## src/rtl/cpack_pkg.sv

```systemverilog
package cpack_pkg;
  localparam int unsigned MODULUS = 3329;
  localparam int unsigned COEFF_W = 12;

  // control -> datapath strobes
  typedef struct packed {
    logic clear;   // empty the bit holding at run start
    logic accept;  // merge the current coefficient code
    logic emit;    // move the low byte out
  } cpackStrobe_t;
endpackage

```

## src/rtl/cpack_compress.sv

```systemverilog
module cpack_compress
  import cpack_pkg::*;
#(
  parameter int unsigned MAX_D = 11,
  parameter int unsigned DW    = 4
) (
  input  logic [COEFF_W-1:0] coeff,
  input  logic [DW-1:0]      width,
  output logic [MAX_D-1:0]   code
);
  // round(x*2^d/q) = floor((x*2^d + (q-1)/2 + 1/2) / q); with odd q this is
  // floor((x<<d) + q/2) / q computed as a multiply by a ceiling reciprocal.
  localparam int unsigned NUM_W   = COEFF_W + MAX_D;
  localparam int unsigned SHIFT   = NUM_W + $clog2(MODULUS);
  localparam int unsigned RECIP_W = SHIFT - $clog2(MODULUS) + 2;
  localparam int unsigned PROD_W  = NUM_W + RECIP_W;
  localparam logic [RECIP_W-1:0] RECIP =
    RECIP_W'(((64'd1 << SHIFT) + 64'(MODULUS) - 64'd1) / 64'(MODULUS));
  localparam logic [NUM_W-1:0] HALF_Q = NUM_W'(MODULUS / 2);

  logic [NUM_W-1:0]  scaled;
  logic [PROD_W-1:0] prod;
  logic [PROD_W-1:0] quot;
  logic [MAX_D-1:0]  mask;

  always_comb begin
    scaled = (NUM_W'(coeff) << width) + HALF_Q;
    prod   = PROD_W'(scaled) * PROD_W'(RECIP);
    quot   = prod >> SHIFT;
    mask   = (MAX_D'(1) << width) - MAX_D'(1);
    code   = quot[MAX_D-1:0] & mask;
  end
endmodule

```

## src/rtl/cpack_datapath.sv

```systemverilog
module cpack_datapath
  import cpack_pkg::*;
#(
  parameter int unsigned MAX_D  = 11,
  parameter int unsigned DW     = 4,
  parameter int unsigned FILL_W = 5
) (
  input  logic               clk,
  input  logic               rstN,
  input  cpackStrobe_t       strobe,
  input  logic [DW-1:0]      width,
  input  logic [COEFF_W-1:0] coeffData,
  output logic [FILL_W-1:0]  accFill,
  output logic [7:0]         byteData
);
  localparam int unsigned ACC_W = MAX_D + 8;

  logic [MAX_D-1:0] code;
  logic [ACC_W-1:0] accBits;

  cpack_compress #(.MAX_D(MAX_D), .DW(DW)) compress_i (
    .coeff(coeffData),
    .width(width),
    .code (code)
  );

  always_ff @(posedge clk) begin
    if (!rstN) begin
      accBits  <= '0;
      accFill  <= '0;
      byteData <= '0;
    end else if (strobe.clear) begin
      accBits <= '0;
      accFill <= '0;
    end else if (strobe.emit) begin
      byteData <= accBits[7:0];
      accBits  <= accBits >> 8;
      accFill  <= accFill - FILL_W'(8);
    end else if (strobe.accept) begin
      accBits <= accBits | (ACC_W'(code) << accFill);
      accFill <= accFill + FILL_W'(width);
    end
  end
endmodule

```

## src/rtl/cpack_ctrl.sv

```systemverilog
module cpack_ctrl
  import cpack_pkg::*;
#(
  parameter int unsigned ADDR_W  = 11,
  parameter int unsigned COUNT_W = 11,
  parameter int unsigned DW      = 4,
  parameter int unsigned FILL_W  = 5
) (
  input  logic               clk,
  input  logic               rstN,
  input  logic               start,
  input  logic [DW-1:0]      widthSel,
  input  logic [ADDR_W-1:0]  baseAddr,
  input  logic [COUNT_W-1:0] coeffCount,
  input  logic               coeffValid,
  input  logic [FILL_W-1:0]  accFill,
  output logic               coeffReady,
  output logic               busy,
  output logic [DW-1:0]      width,
  output cpackStrobe_t       strobe,
  output logic               byteWe,
  output logic [ADDR_W-1:0]  byteAddr,
  output logic               done
);
  logic [COUNT_W-1:0] remaining;
  logic [ADDR_W-1:0]  nextAddr;
  logic               launch;
  logic               pending;
  logic               finish;

  always_comb begin
    launch        = start && !busy;
    pending       = accFill >= FILL_W'(8);
    coeffReady    = busy && (remaining != '0) && !pending;
    finish        = busy && (remaining == '0) && (accFill == '0);
    strobe.clear  = launch;
    strobe.emit   = busy && pending;
    strobe.accept = coeffValid && coeffReady;
  end

  always_ff @(posedge clk) begin
    if (!rstN) begin
      busy      <= 1'b0;
      width     <= '0;
      remaining <= '0;
      nextAddr  <= '0;
      byteAddr  <= '0;
      byteWe    <= 1'b0;
      done      <= 1'b0;
    end else begin
      byteWe <= strobe.emit;
      done   <= finish;
      if (launch) begin
        busy      <= 1'b1;
        width     <= widthSel;
        remaining <= coeffCount;
        nextAddr  <= baseAddr;
      end else if (finish) begin
        busy <= 1'b0;
      end
      if (strobe.accept) remaining <= remaining - COUNT_W'(1);
      if (strobe.emit) begin
        byteAddr <= nextAddr;
        nextAddr <= nextAddr + ADDR_W'(1);
      end
    end
  end
endmodule

```

## src/rtl/coeff_pack_top.sv

```systemverilog
module coeff_pack_top
  import cpack_pkg::*;
#(
  parameter int unsigned MAX_D   = 11,
  parameter int unsigned ADDR_W  = 11,
  parameter int unsigned COUNT_W = 11,
  localparam int unsigned DW     = $clog2(MAX_D + 1),
  localparam int unsigned FILL_W = $clog2(MAX_D + 8 + 1)
) (
  input  logic               clk,
  input  logic               rstN,
  input  logic               start,
  input  logic [DW-1:0]      widthSel,
  input  logic [ADDR_W-1:0]  baseAddr,
  input  logic [COUNT_W-1:0] coeffCount,
  input  logic               coeffValid,
  input  logic [COEFF_W-1:0] coeffData,
  output logic               coeffReady,
  output logic               byteWe,
  output logic [ADDR_W-1:0]  byteAddr,
  output logic [7:0]         byteData,
  output logic               done
);
  cpackStrobe_t      strobe;
  logic [FILL_W-1:0] accFill;
  logic [DW-1:0]     width;
  logic              busy;

  cpack_ctrl #(.ADDR_W(ADDR_W), .COUNT_W(COUNT_W), .DW(DW), .FILL_W(FILL_W)) ctrl_i (
    .clk(clk), .rstN(rstN), .start(start), .widthSel(widthSel),
    .baseAddr(baseAddr), .coeffCount(coeffCount), .coeffValid(coeffValid),
    .accFill(accFill), .coeffReady(coeffReady), .busy(busy), .width(width),
    .strobe(strobe), .byteWe(byteWe), .byteAddr(byteAddr), .done(done)
  );

  cpack_datapath #(.MAX_D(MAX_D), .DW(DW), .FILL_W(FILL_W)) dp_i (
    .clk(clk), .rstN(rstN), .strobe(strobe), .width(width),
    .coeffData(coeffData), .accFill(accFill), .byteData(byteData)
  );
endmodule

```

## config.mk

```make
export PLATFORM = sky130hd
export DESIGN_NAME = coeff_pack_top
export DESIGN_NICKNAME = d
export VERILOG_FILES = /design/src/rtl/cpack_pkg.sv /design/src/rtl/cpack_compress.sv /design/src/rtl/cpack_datapath.sv /design/src/rtl/cpack_ctrl.sv /design/src/rtl/coeff_pack_top.sv
export SDC_FILE = /design/constraint.sdc
export NUM_CORES = 1
export LEC_CHECK = 0
export BUFFER_PORTS_ARGS = -buffer_cell sky130_fd_sc_hd__buf_2
export CORE_MARGIN = 2
export CORE_UTILIZATION = 25
export CTS_CLUSTER_DIAMETER = 80
export DETAILED_ROUTE_END_ITERATION = 6
export PLACE_DENSITY = 0.48
export SLEW_MARGIN = 20
export SYNTH_ARGS = -nofsm -noshare
export SYNTH_HDL_FRONTEND = slang
export SYNTH_HIERARCHICAL = 1
export SYNTH_SLANG_ARGS = --single-unit
```

## constraint.sdc

```tcl
create_clock -name clk -period 12.4 [get_ports clk]
set_input_delay 2.48 -clock clk [delete_from_list [all_inputs] [get_ports clk]]
set_output_delay 2.48 -clock clk [all_outputs]
set_load 0.02 [all_outputs]
```

---- After elaboration in Yosys (flattened, before gate mapping) ----
Cells that the tools add are included.
word-level totals
  output and inout bits ................... 22
  logic and storage cells ................. 55
  register bits ........................... 72
operators by class
  reduce and logical (&&, ||, !) cells .... 19
  multiplexer cells ....................... 10
  add/subtract/negate cells ............... 6
  bitwise operators ....................... 4
  multipliers ............................. 1
  order comparisons ....................... 1
  shifts and indexed selects .............. 3
operators by type and width
  operator                  count
  $mux W11                  6
  $mul A23 B22 Y44 const B  1
  $add A23 B11 Y23 const B  1
  $shl A12 B4 Y23           1
  $or A19 B19 Y19           1
  $shl A11 B5 Y19           1
  $add A11 B1 Y11 const B   1
  $and A11 B11 Y11          1
  $logic_not A11 Y1         1
  $reduce_bool A11 Y1       1
  $shl A1 B4 Y11 const A    1
  $sub A11 B1 Y11 const B   1
  $sub A11 B2 Y11 const B   1
  $mux W5                   2
  $reduce_bool A2 Y1        4
  $logic_and A1 B1 Y1       7
  $add A5 B4 Y5             1
  $ge A5 B4 Y1 const B      1
  $logic_not A5 Y1          1
  $sub A5 B4 Y5 const B     1
  $reduce_or A3 Y1          1
  $logic_not A1 Y1          2
  $mux W1                   2
  $not A1 Y1                2
  2 further kinds           2

---- Logic depth before layout (Yosys ltp) ----
Gate-level depths: netlist (run 1).
  depth in word-level cells ............... 8
  mapped depth ............................ 41
  depth with buffers taken out ............ 39

---- Modules after synthesis ----
The synthesis (run 1) kept the hierarchy.
modules (own cells, without submodules)
  module          cells an instance  instances  area an instance (um^2)
  cpack_compress  1104               1          10832.9
  cpack_ctrl      241                1          1923.1
  cpack_datapath  229                1          1915.6

---- Worst setup path before layout (run 1) ----
OpenSTA, ideal clock, no wires.
  kind .................................... input to register
  from .................................... input coeffData[1]
  to ...................................... register dp_i.accBits[13]
  required time ........................... 12.283 ns
  data arrival time ....................... 11.630 ns
  buffers on the path ..................... 0
  cell stages on the path ................. 35
  setup slack ............................. 0.653 ns
  path through ............................ mux4_2 mux2_2 a32o_1 ha_1 a221oi_4 nor3_2 xnor2_2 ha_1 xnor2_1 inv_1 ha_1 xnor2_1 fa_1 inv_1 fa_1 inv_1 fa_1 inv_1 fa_1 inv_1 fa_1 inv_1 ha_1 o21ai_0 a211o_1 a31o_2 a311o_1 and3_1 o221ai_1 a21oi_1 o21ai_0 mux2i_1 mux4_2 mux4_2 a22o_1
on the way
  longest elaborated chain between the ends .. 6
RTL lines
  element                 line                  source
  start, declared         coeff_pack_top.sv:17  input logic [COEFF_W-1:0] coeffData,
  $shl A12 B4 Y23         cpack_compress.sv:27  scaled = (NUM_W'(coeff) << width) + HALF_Q;
  $add A23 B11 Y23        cpack_compress.sv:27
  $mul A23 B22 Y44        cpack_compress.sv:28  prod = PROD_W'(scaled) * PROD_W'(RECIP);
  $and A11 B11 Y11        cpack_compress.sv:31  code = quot[MAX_D-1:0] & mask;
  named net dp_i.code[6]  cpack_datapath.sv:18  logic [MAX_D-1:0] code;
  $shl A11 B5 Y19         cpack_datapath.sv:40  accBits <= accBits | (ACC_W'(code) << accFill);
  $or A19 B19 Y19         cpack_datapath.sv:40
  end signal, assigned    cpack_datapath.sv:37  accBits <= accBits >> 8;
  end signal, assigned    cpack_datapath.sv:40
  end, declared           cpack_datapath.sv:19  logic [ACC_W-1:0] accBits;
The timed path passes the listed nets, and every way through them passes these cells.
A chain may end at the register's enable or synchronous reset.

---- Final worst setup path (run 1) ----
  from .................................... input coeffData[1]
  to ...................................... register dp_i.accBits[9]
on the way
  longest elaborated chain between the ends .. 8
RTL lines
  element                 line                  source
  $shl A12 B4 Y23         cpack_compress.sv:27
  $add A23 B11 Y23        cpack_compress.sv:27
  $mul A23 B22 Y44        cpack_compress.sv:28
  $and A11 B11 Y11        cpack_compress.sv:31
  named net dp_i.code[9]  cpack_datapath.sv:18
  $shl A11 B5 Y19         cpack_datapath.sv:40
  $or A19 B19 Y19         cpack_datapath.sv:40
  $mux W11                cpack_datapath.sv:39  end else if (strobe.accept) begin
  $mux W11                cpack_datapath.sv:35  end else if (strobe.emit) begin
The timed path passes the listed nets, and every way through them passes these cells. The select of a mux whose other input is x is not followed.

==> qor.yml, run 1 <==
hold_buffers: 0
clock-root-buffer: "clkbuf_16"
maxSlewHeadroom_pct: 31.66
hpwl_um: 36720
yosys.area.top_type_share_pct: 28.79
critical_path_required_ns: 12.65
ff_latch_area_um2: 1441
arrival_ns: 12.13
start_util_pct: 25.38
grt_pass1_wl_um: 67280
whs_ns: 0.4495
synth_ff_type: "dfxtp_1"
synthTopCellsByArea: "fa_1 29%, ha_1 18%, dfxtp_1 9.8%"
finalMaxSlewViolations: 0
crit_path_start_kind: "primary input"
worstSetupEndpointType: "flip-flop"
finalWeightedCongestion: 0.9329
post-route-min-period_ns: 11.88
fin_crit_sh_pct: 95.81
vias: 11182
max_freq_ghz: 0.08417
grt_pass1_vias: 11931
avgSynthCellArea_um2: 9.321
die_w_um: 246.3
crit_slowest_cell: "or4b_2"
tritoncts: "built"
vias_per_cell: 4.570
antenna_found_initial: 5
synth_area_um2: 14670
core_um2: 57810
crit_type: "primary input to flip-flop"
synth_fp_nets: 2041
hold_path.class: "flip-flop to flip-flop"
synth-edff-count: 0
finalSetupTns_ns: 0
clkSinkCount: 72
drtAntennaViolNets: 0
firstDrtPassIters: 5
syn_inst: 1574
cts_buffers: 9
cts_resized: 0
status: "complete, no violations"
layout-drive-gt1-share_pct: 13.33
clock_skew_ns: 0.007373
synth_cell_types: 98
die_h_um: 246.3
ys_ff_latch: 72
path_max_fanout: 5
synthesis.yosys.warnings: 6
setup_viol: 0
worstMarginPinSlew_ns: 1.019
rsz0062_at_grt: "false"
yosysSeqAreaShare_pct: 9.824
io_pins: 64
insertion_delay_ns: 0.33
syn_to_final_growth_pct: 13.06
fin_nets: 2143
grt_max_degree: 36
finalHoldViolations: 0
multi_input_area_um2: 11790
gr-usage-all-layers_pct: 14.19
num_rows: 88
clk_pin_slew_worst_paths_ns: 0.06
cts_max_path_buffers: 2
async_reset_ff_share_pct: 0
drc_errors: 0
fillers: 6127
first_iter_violations: 553
grt-ovfl-total: 0
maxCapViolCount: 0
max_stage_delay_ns: 0.62
routedWlPerCell_um: 17.12
synth_area_leader_cell: "fa_1"
htree_levels: 3
wirelength_um: 41900
portBuffers: 63
fp.dieArea_um2: 60640
cts_setup_buffers: 0
-- critical path: cells and delay by family --
family,cells,cell delay (ns)
AOI/OAI and AO/OA,8,1.47
buffers and inverters,9,0.84
and+or+nand+nor,8,1.86
muxes,5,1.27
adders and majority gates,9,3.96
xor gates and xnor gates,1,0.21
-- routing by layer --
metal  part of all wire (%)  track usage (%)  routed length, um  vias to the layer above
li1                       -                -                  -                     5428
met1                     47            20.11              19880                     5536
met2                     48            23.63              19970                      184
met3                    3.1            1.209               1281                       32
met4                    1.8            2.640                752                        2
met5                  0.031                0                 13                        -
-- worst paths after layout --
| path | startpoint | slack (ns) | end | depth (start not counted) |
|---|---|---|---|---|
| worst max-delay path | coeffData[1] | 0.52 | dp_i/accBits[9] | 40 |
| worst min-delay path | dp_i/byteData[1] | 0.45 | dp_i/byteData[1] | 2 |
| worst max register to register | ctrl_i/width[1] | 1.64 | dp_i/accBits[9] | 39 |
| worst min register to register | dp_i/byteData[1] | 0.45 | dp_i/byteData[1] | 2 |
-- flip-flops by register name, summed over array words and instances (netlist names) --
| name | flops |
|---|---|
| dp_i/accBits | 19 |
| ctrl_i/byteAddr | 11 |
| ctrl_i/nextAddr | 11 |
| ctrl_i/remaining | 11 |
| dp_i/byteData | 8 |
| dp_i/accFill | 5 |
| ctrl_i/width | 4 |
| ctrl_i/busy | 1 |
| ctrl_i/byteWe | 1 |
| ctrl_i/done | 1 |
-- through the flow --
stage / instances / instance area, um^2 / utilization (%) / setup WS [ns]
detailed placement: 2430 / 16230 / 28.08 / 0.04425
global placement: 2430 / 16230 / 28.08 / 0.1779
floorplan: 1574 / 14670 / - / 0.6533
finish: 2447 / 16590 / 28.69 / 0.5193
global route: 2447 / 16590 / 28.69 / 0.02029
CTS: 2446 / 16550 / 28.64 / 0.3508
-- cells by family after synthesis --
logic type / share of synthesized area, %
AOI/OAI and AO/OA: 12.44
muxes: 5.236
xor gates and xnor gates: 4.682
buffers and inverters: 10.03
DFF: 9.824
adders and majority gates: 47.04
and+or+nand+nor: 10.75
-- cell usage after synthesis, types with 6 or more instances --
library cell and n:
ha_1 214, a21boi_1 8, xnor2_1 49, mux4_2 11
a211oi_1 7, o21a_1 8, nand2_1 113, nand2b_1 13
buf_6 9, fa_1 211, a21oi_1 82, o31ai_1 6
a31oi_1 16, a32oi_1 6, nand4_1 7, and2_1 9
mux2_1 7, nor4_1 10, inv_2 11, o22ai_1 7
mux2i_1 28, nor2_1 62, clkbuf_1 21, buf_2 10
nor2b_1 12, nand3_1 15, o21ai_1 13, xor2_1 17
inv_1 311, mux2_2 11, o21ai_0 25, dfxtp_1 72
and3_1 9, a21o_1 21, nor3_1 18, o211ai_1 11
-- cell usage in the layout, fill, tap and decap left out, drive strengths merged, types with 15 or more instances in the layout --
cell type  count
o21ai         38
mux2i         29
xor2          20
buf          134
nand2        113
nand3         15
a21o          22
xnor2         52
a21oi         83
fa           211
inv          323
a31oi         16
nor2          63
mux2          19
nor3          19
ha           214
dfxtp         72
-- cell type report --
type                    instances  share of cell area, %
repair buffers                134                  5.114
flip-flops and latches         72                  8.690
clock inverters                 7                 0.5808
inverters                     325                  7.370
diodes                          1                0.01509
clock buffers                   9                  1.358
multi-input cells            1134                  71.10
well taps                     765                  5.771
Power of run 1 is left out: the tool's default activity adds up to more than one toggle a clock period on the data nets, which glitch-free logic cannot reach.
==> run 2: changes to the inputs <==
--- a/config.mk
+++ b/config.mk
@@ -7,10 +7,10 @@
 export LEC_CHECK = 0
 export BUFFER_PORTS_ARGS = -buffer_cell sky130_fd_sc_hd__buf_2
 export CORE_MARGIN = 2
-export CORE_UTILIZATION = 25
+export CORE_UTILIZATION = 55
 export CTS_CLUSTER_DIAMETER = 80
 export DETAILED_ROUTE_END_ITERATION = 6
-export PLACE_DENSITY = 0.48
+export PLACE_DENSITY = 0.74
 export SLEW_MARGIN = 20
 export SYNTH_ARGS = -nofsm -noshare
 export SYNTH_HDL_FRONTEND = slang
==> run 2 against run 1 <==
Net effect: the run now ends with design-rule violations left; sequential share of layout area increased by 0.42 points; sequential cell count unchanged; first-iteration DRC count grew 95%; design area fell by 4.6%; register-to-register slack got worse by 0.25 ns; via count rose by 4.6%; setup slack got worse by 0.16 ns.
==> qor.yml, run 2 (same netlist as run 1, synthesis figures left out) <==
diodes: 0  # -1
finalMaxSlewViolations: 0  # unchanged
finalHoldViolations: 0  # unchanged
critPathTopFamily: "adder cells"
die_w_um: 167.3  # -32%
mostFrequentLayoutCell: "inv_1"
drc_errors: 4  # +4
fin_crit_sh_pct: 97.07  # +1.3 points
cp_num_buf_inv: 6  # -3
syn_to_final_growth_pct: 7.863
layout-drive-gt1-share_pct: 11.74  # -1.6 points
core_um2: 26130  # -55%
firstDrtPassIters: 7  # +2
cts_setup_buffers: 0  # unchanged
die_h_um: 167.3  # -32%
start_util_pct: 56.14  # +31 points
fin_nets: 2115  # -1.3%
cp_common_cell: "fa_1"
largest_reg_flops: 19  # unchanged
insertion_delay_ns: 0.33  # about the same
finalWeightedCongestion: 0.9666  # +3.6%
grt_max_degree: 36  # unchanged
finalSetupTns_ns: 0  # unchanged
rsz0062_at_grt: "false"
routedWlPerCell_um: 19.50  # +14%
clock-root-buffer: "clkbuf_16"
hold_buffers: 0  # unchanged
first_iter_violations: 1079  # +95%
post-route-min-period_ns: 12.04  # +0.1558 ns
max_stage_delay_ns: 0.55  # -0.07 ns
grt_pass1_wl_um: 65450  # -2.7%
fp.dieArea_um2: 28000  # -54%
clock_skew_ns: 0.008752  # +0.001379 ns
gr-usage-all-layers_pct: 29.17  # +15 points
crit_type: "primary input to flip-flop"
vias_per_cell: 5.883  # +29%
violations: "design-rule violations"
tritoncts: "built"
setup_viol: 0  # unchanged
path_max_fanout: 6  # +1
top_register: "dp_i/accBits"
critical_path_required_ns: 12.62  # -0.03 ns
wirelength_um: 38760  # -7.5%
mostFrequentLayoutCells: "311 x inv_1, 214 x ha_1, 211 x fa_1"
worstMarginPinSlew_ns: 1.023  # +0.003889 ns
hold_path.class: "flip-flop to flip-flop"
cts_buffers: 9  # unchanged
max_freq_ghz: 0.08308  # -1.3%
maxCapViolCount: 0  # unchanged
arrival_ns: 12.26  # +0.13 ns
maxSlewHeadroom_pct: 31.10  # -0.56 points
crit_slowest_cell: "fa_1"
clk_pin_slew_worst_paths_ns: 0.06  # about the same
antenna_found_initial: 0  # -5
io_pins: 64  # unchanged
drtAntennaViolNets: 0  # unchanged
vias: 11696  # +4.6%
cts_max_path_buffers: 2  # unchanged
portBuffers: 63  # unchanged
cts_resized: 0  # unchanged
clkSinkCount: 72  # unchanged
grt-ovfl-total: 0  # unchanged
crit_path_start_kind: "primary input"
worstSetupEndpointType: "flip-flop"
status: "finished with violations"
grt_pass1_vias: 12353  # +3.5%
htree_levels: 3  # unchanged
num_rows: 59  # -33%
hpwl_um: 33300  # -9.3%
==> run 2: changes by cell type in the layout (fill, tap and decap cells not counted), sizes merged <==
cell      delta
buf         -28
clkinv       +1
diode        -1
clkinvlp     -3
inv          +1
clkbuf       +1
==> run 2: tightest hold or removal path: cells and delay by family (launching register included) <==
kind | cells | cell delay (ns)
flops | 1 | 0.30
simple gates | 1 | 0.05
compound gates | 1 | 0.05
==> run 2: path summary, 6_finish.rpt <==
kind / start / end / slack, ns / cells after the start
worst max register to register: ctrl_i/width[1] / dp_i/accBits[13] / 1.39 / 33
worst max-delay path: coeffData[1] / dp_i/accBits[13] / 0.36 / 34
worst min register to register: dp_i/byteData[2] / dp_i/byteData[2] / 0.45 / 2
worst min-delay path: dp_i/byteData[2] / dp_i/byteData[2] / 0.45 / 2
==> run 2: layout make-up <==
type / instances / area [um^2]
Timing Repair Buffer: 106 / 638.1
Tap cell: 335 / 419.2
Clock inverter: 6 / 91.34
Clock buffer: 10 / 229.0
Sequential cell: 72 / 1441
Inverter: 325 / 1222
Multi-Input combinational cell: 1134 / 11780
Fill cell: 2230 / 10310
==> run 2: per-stage QoR <==
stage | worst slack (ns) | util [%] | instances | instance area, um^2 | hold WS, ns
floorplan | 0.6533 | - | 1574 | 14670 | 0.4283
global placement | 0.2454 | 59.24 | 1972 | 15480 | 0.4381
detailed placement | 0.1035 | 59.24 | 1972 | 15480 | 0.4431
CTS | 0.4150 | 60.46 | 1988 | 15800 | 0.4521
global route | 0.004643 | 60.56 | 1988 | 15830 | 0.4673
finish | 0.3636 | 60.56 | 1988 | 15830 | 0.4501
==> run 2: layer usage <==
metal / vias up / routed length (um) / track usage [%]
li1: 5380 / - / -
met1: 5805 / 17570 / 43.54
met2: 455 / 17350 / 46.06
met3: 56 / 2955 / 3.191
met4: 0 / 885 / 6.163
met5: - / 0 / 0
Power of run 2 is left out for the same reason.
==> run 3: changes to the inputs <==
--- a/config.mk
+++ b/config.mk
@@ -11,6 +11,7 @@
 export CTS_CLUSTER_DIAMETER = 80
 export DETAILED_ROUTE_END_ITERATION = 6
 export PLACE_DENSITY = 0.74
+export RECOVER_POWER = 25
 export SLEW_MARGIN = 20
 export SYNTH_ARGS = -nofsm -noshare
 export SYNTH_HDL_FRONTEND = slang
==> run 3 against run 2 <==
Net effect: the flow still finishes with violations (design-rule violations); sequential cell count is the same; count of clock-buffer cells in the layout is the same; first-iteration DRC count rose by 6.8%; register-to-register slack about the same; global-route usage stayed put; wire length is 0.14% higher; design area shrank 0.18%; die area is the same; via count about the same; non-clock buffer count did not move; final cell count stayed put; highest routed layer unchanged.
==> qor.yml, run 3 (same netlist as run 1, synthesis figures left out) <==
rsz0062_at_grt: "false"
diodes: 0  # unchanged
finalHoldViolations: 0  # unchanged
crit_path_start_kind: "primary input"
hold_path.class: "flip-flop to flip-flop"
cts_max_path_buffers: 2  # unchanged
routedWlPerCell_um: 19.53  # +0.14%
vias_per_cell: 5.880  # about the same
grt_pass1_wl_um: 65450  # unchanged
start_util_pct: 56.14  # unchanged
finalSetupTns_ns: 0  # unchanged
max_freq_ghz: 0.08325  # +0.20%
mostFrequentLayoutCell: "inv_1"
drc_errors: 2  # -2
fp.dieArea_um2: 28000  # unchanged
dp_cells: 1972  # unchanged
finalMaxSlewViolations: 0  # unchanged
mostFrequentLayoutCells: "311 x inv_1, 214 x ha_1, 211 x fa_1"
crit_type: "primary input to flip-flop"
top_register: "dp_i/accBits"
clock_skew_ns: 0.009310  # +0.0005584 ns
maxCapViolCount: 0  # unchanged
portBuffers: 63  # unchanged
vias: 11690  # -0.051%
utilization_pct: 60.45  # -0.11 points
hpwl_um: 33300  # unchanged
fillers: 2240  # +0.45%
fin_nets: 2115  # unchanged
critical_path_required_ns: 12.62  # about the same
firstDrtPassIters: 7  # unchanged
instances_no_fill: 1988  # unchanged
htree_levels: 3  # unchanged
status: "finished with violations"
die_w_um: 167.3  # unchanged
violations: "design-rule violations"
grt_max_degree: 36  # unchanged
arrival_ns: 12.24  # -0.02 ns
maxSlewHeadroom_pct: 30.58  # -0.52 points
wirelength_um: 38820  # +0.14%
die_h_um: 167.3  # unchanged
post-route-min-period_ns: 12.01  # -0.02404 ns
io_pins: 64  # unchanged
fin_crit_sh_pct: 96.87  # -0.19 points
tritoncts: "built"
finalWeightedCongestion: 0.9666  # unchanged
cts_buffers: 9  # unchanged
largest_reg_flops: 19  # unchanged
whs_ns: 0.4525  # +0.002407 ns
clk_pin_slew_worst_paths_ns: 0.06  # about the same
clkSinkCount: 72  # unchanged
antenna_found_initial: 0  # unchanged
gr-usage-all-layers_pct: 29.17  # unchanged
grt-ovfl-total: 0  # unchanged
setup_viol: 0  # unchanged
insertion_delay_ns: 0.33  # about the same
num_rows: 59  # unchanged
cp_common_cell: "fa_1"
worstSetupEndpointType: "flip-flop"
crit_slowest_cell: "fa_1"
worstMarginPinSlew_ns: 1.030  # +0.007758 ns
drtAntennaViolNets: 0  # unchanged
core_um2: 26130  # unchanged
max_stage_delay_ns: 0.55  # about the same
syn_to_final_growth_pct: 7.667
first_iter_violations: 1152  # +6.8%
clock-root-buffer: "clkbuf_16"
grt_pass1_vias: 12353  # unchanged
cts_setup_buffers: 0  # unchanged
layout-drive-gt1-share_pct: 10.34  # -1.4 points
path_max_fanout: 6  # unchanged
run 3: final timing paths:
| path | slack, ns | from | cells after the start | to |
|---|---|---|---|---|
| worst max-delay path | 0.39 | coeffData[1] | 34 | dp_i/accBits[13] |
| worst min-delay path | 0.45 | dp_i/byteData[2] | 2 | dp_i/byteData[2] |
| worst max register to register | 1.39 | ctrl_i/width[1] | 33 | dp_i/accBits[13] |
| worst min register to register | 0.45 | dp_i/byteData[2] | 2 | dp_i/byteData[2] |
run 3: timing repair:
item	4_1_cts	5_1_grt
setup endpoints to repair	0	3
hold buffers	0	0
resized for setup	0	5
run 3: critical path, delay by kind of cell:
family	cells	cell delay (ns)
multiplexers	4	1.84
AND/OR/NAND/NOR	3	0.39
buffers and inverters	6	0.63
XOR/XNOR	2	0.75
AO/OA/AOI/OAI	10	2.17
adder cells (fa/ha/maj)	9	3.94
run 3: routing by layer:
layer / vias to the layer above / track usage [%] / wire length, um
met5: - / 0 / 0
met3: 59 / 3.191 / 3023
met4: 0 / 6.163 / 921
met2: 454 / 46.06 / 17360
met1: 5803 / 43.54 / 17510
li1: 5374 / - / -
run 3: stage by stage:
| step | instance area, um^2 | worst slack, ns |
|---|---|---|
| floorplan | 14670 | 0.6533 |
| global placement | 15480 | 0.2454 |
| detailed placement | 15480 | 0.1035 |
| CTS | 15800 | 0.4150 |
| global route | 15800 | 0.002673 |
| finish | 15800 | 0.3876 |
run 3: final cells by class:
type	instances	area (um^2)	area share (%)
clock buffers	10	229.0	1.450
clock inverters	6	91.34	0.5782
inverters	325	1222	7.739
multi-input cells	1134	11780	74.60
flip-flops and latches	72	1441	9.125
well taps	335	419.2	2.653
repair buffers	106	609.3	3.857
Power of run 3 is left out for the same reason.
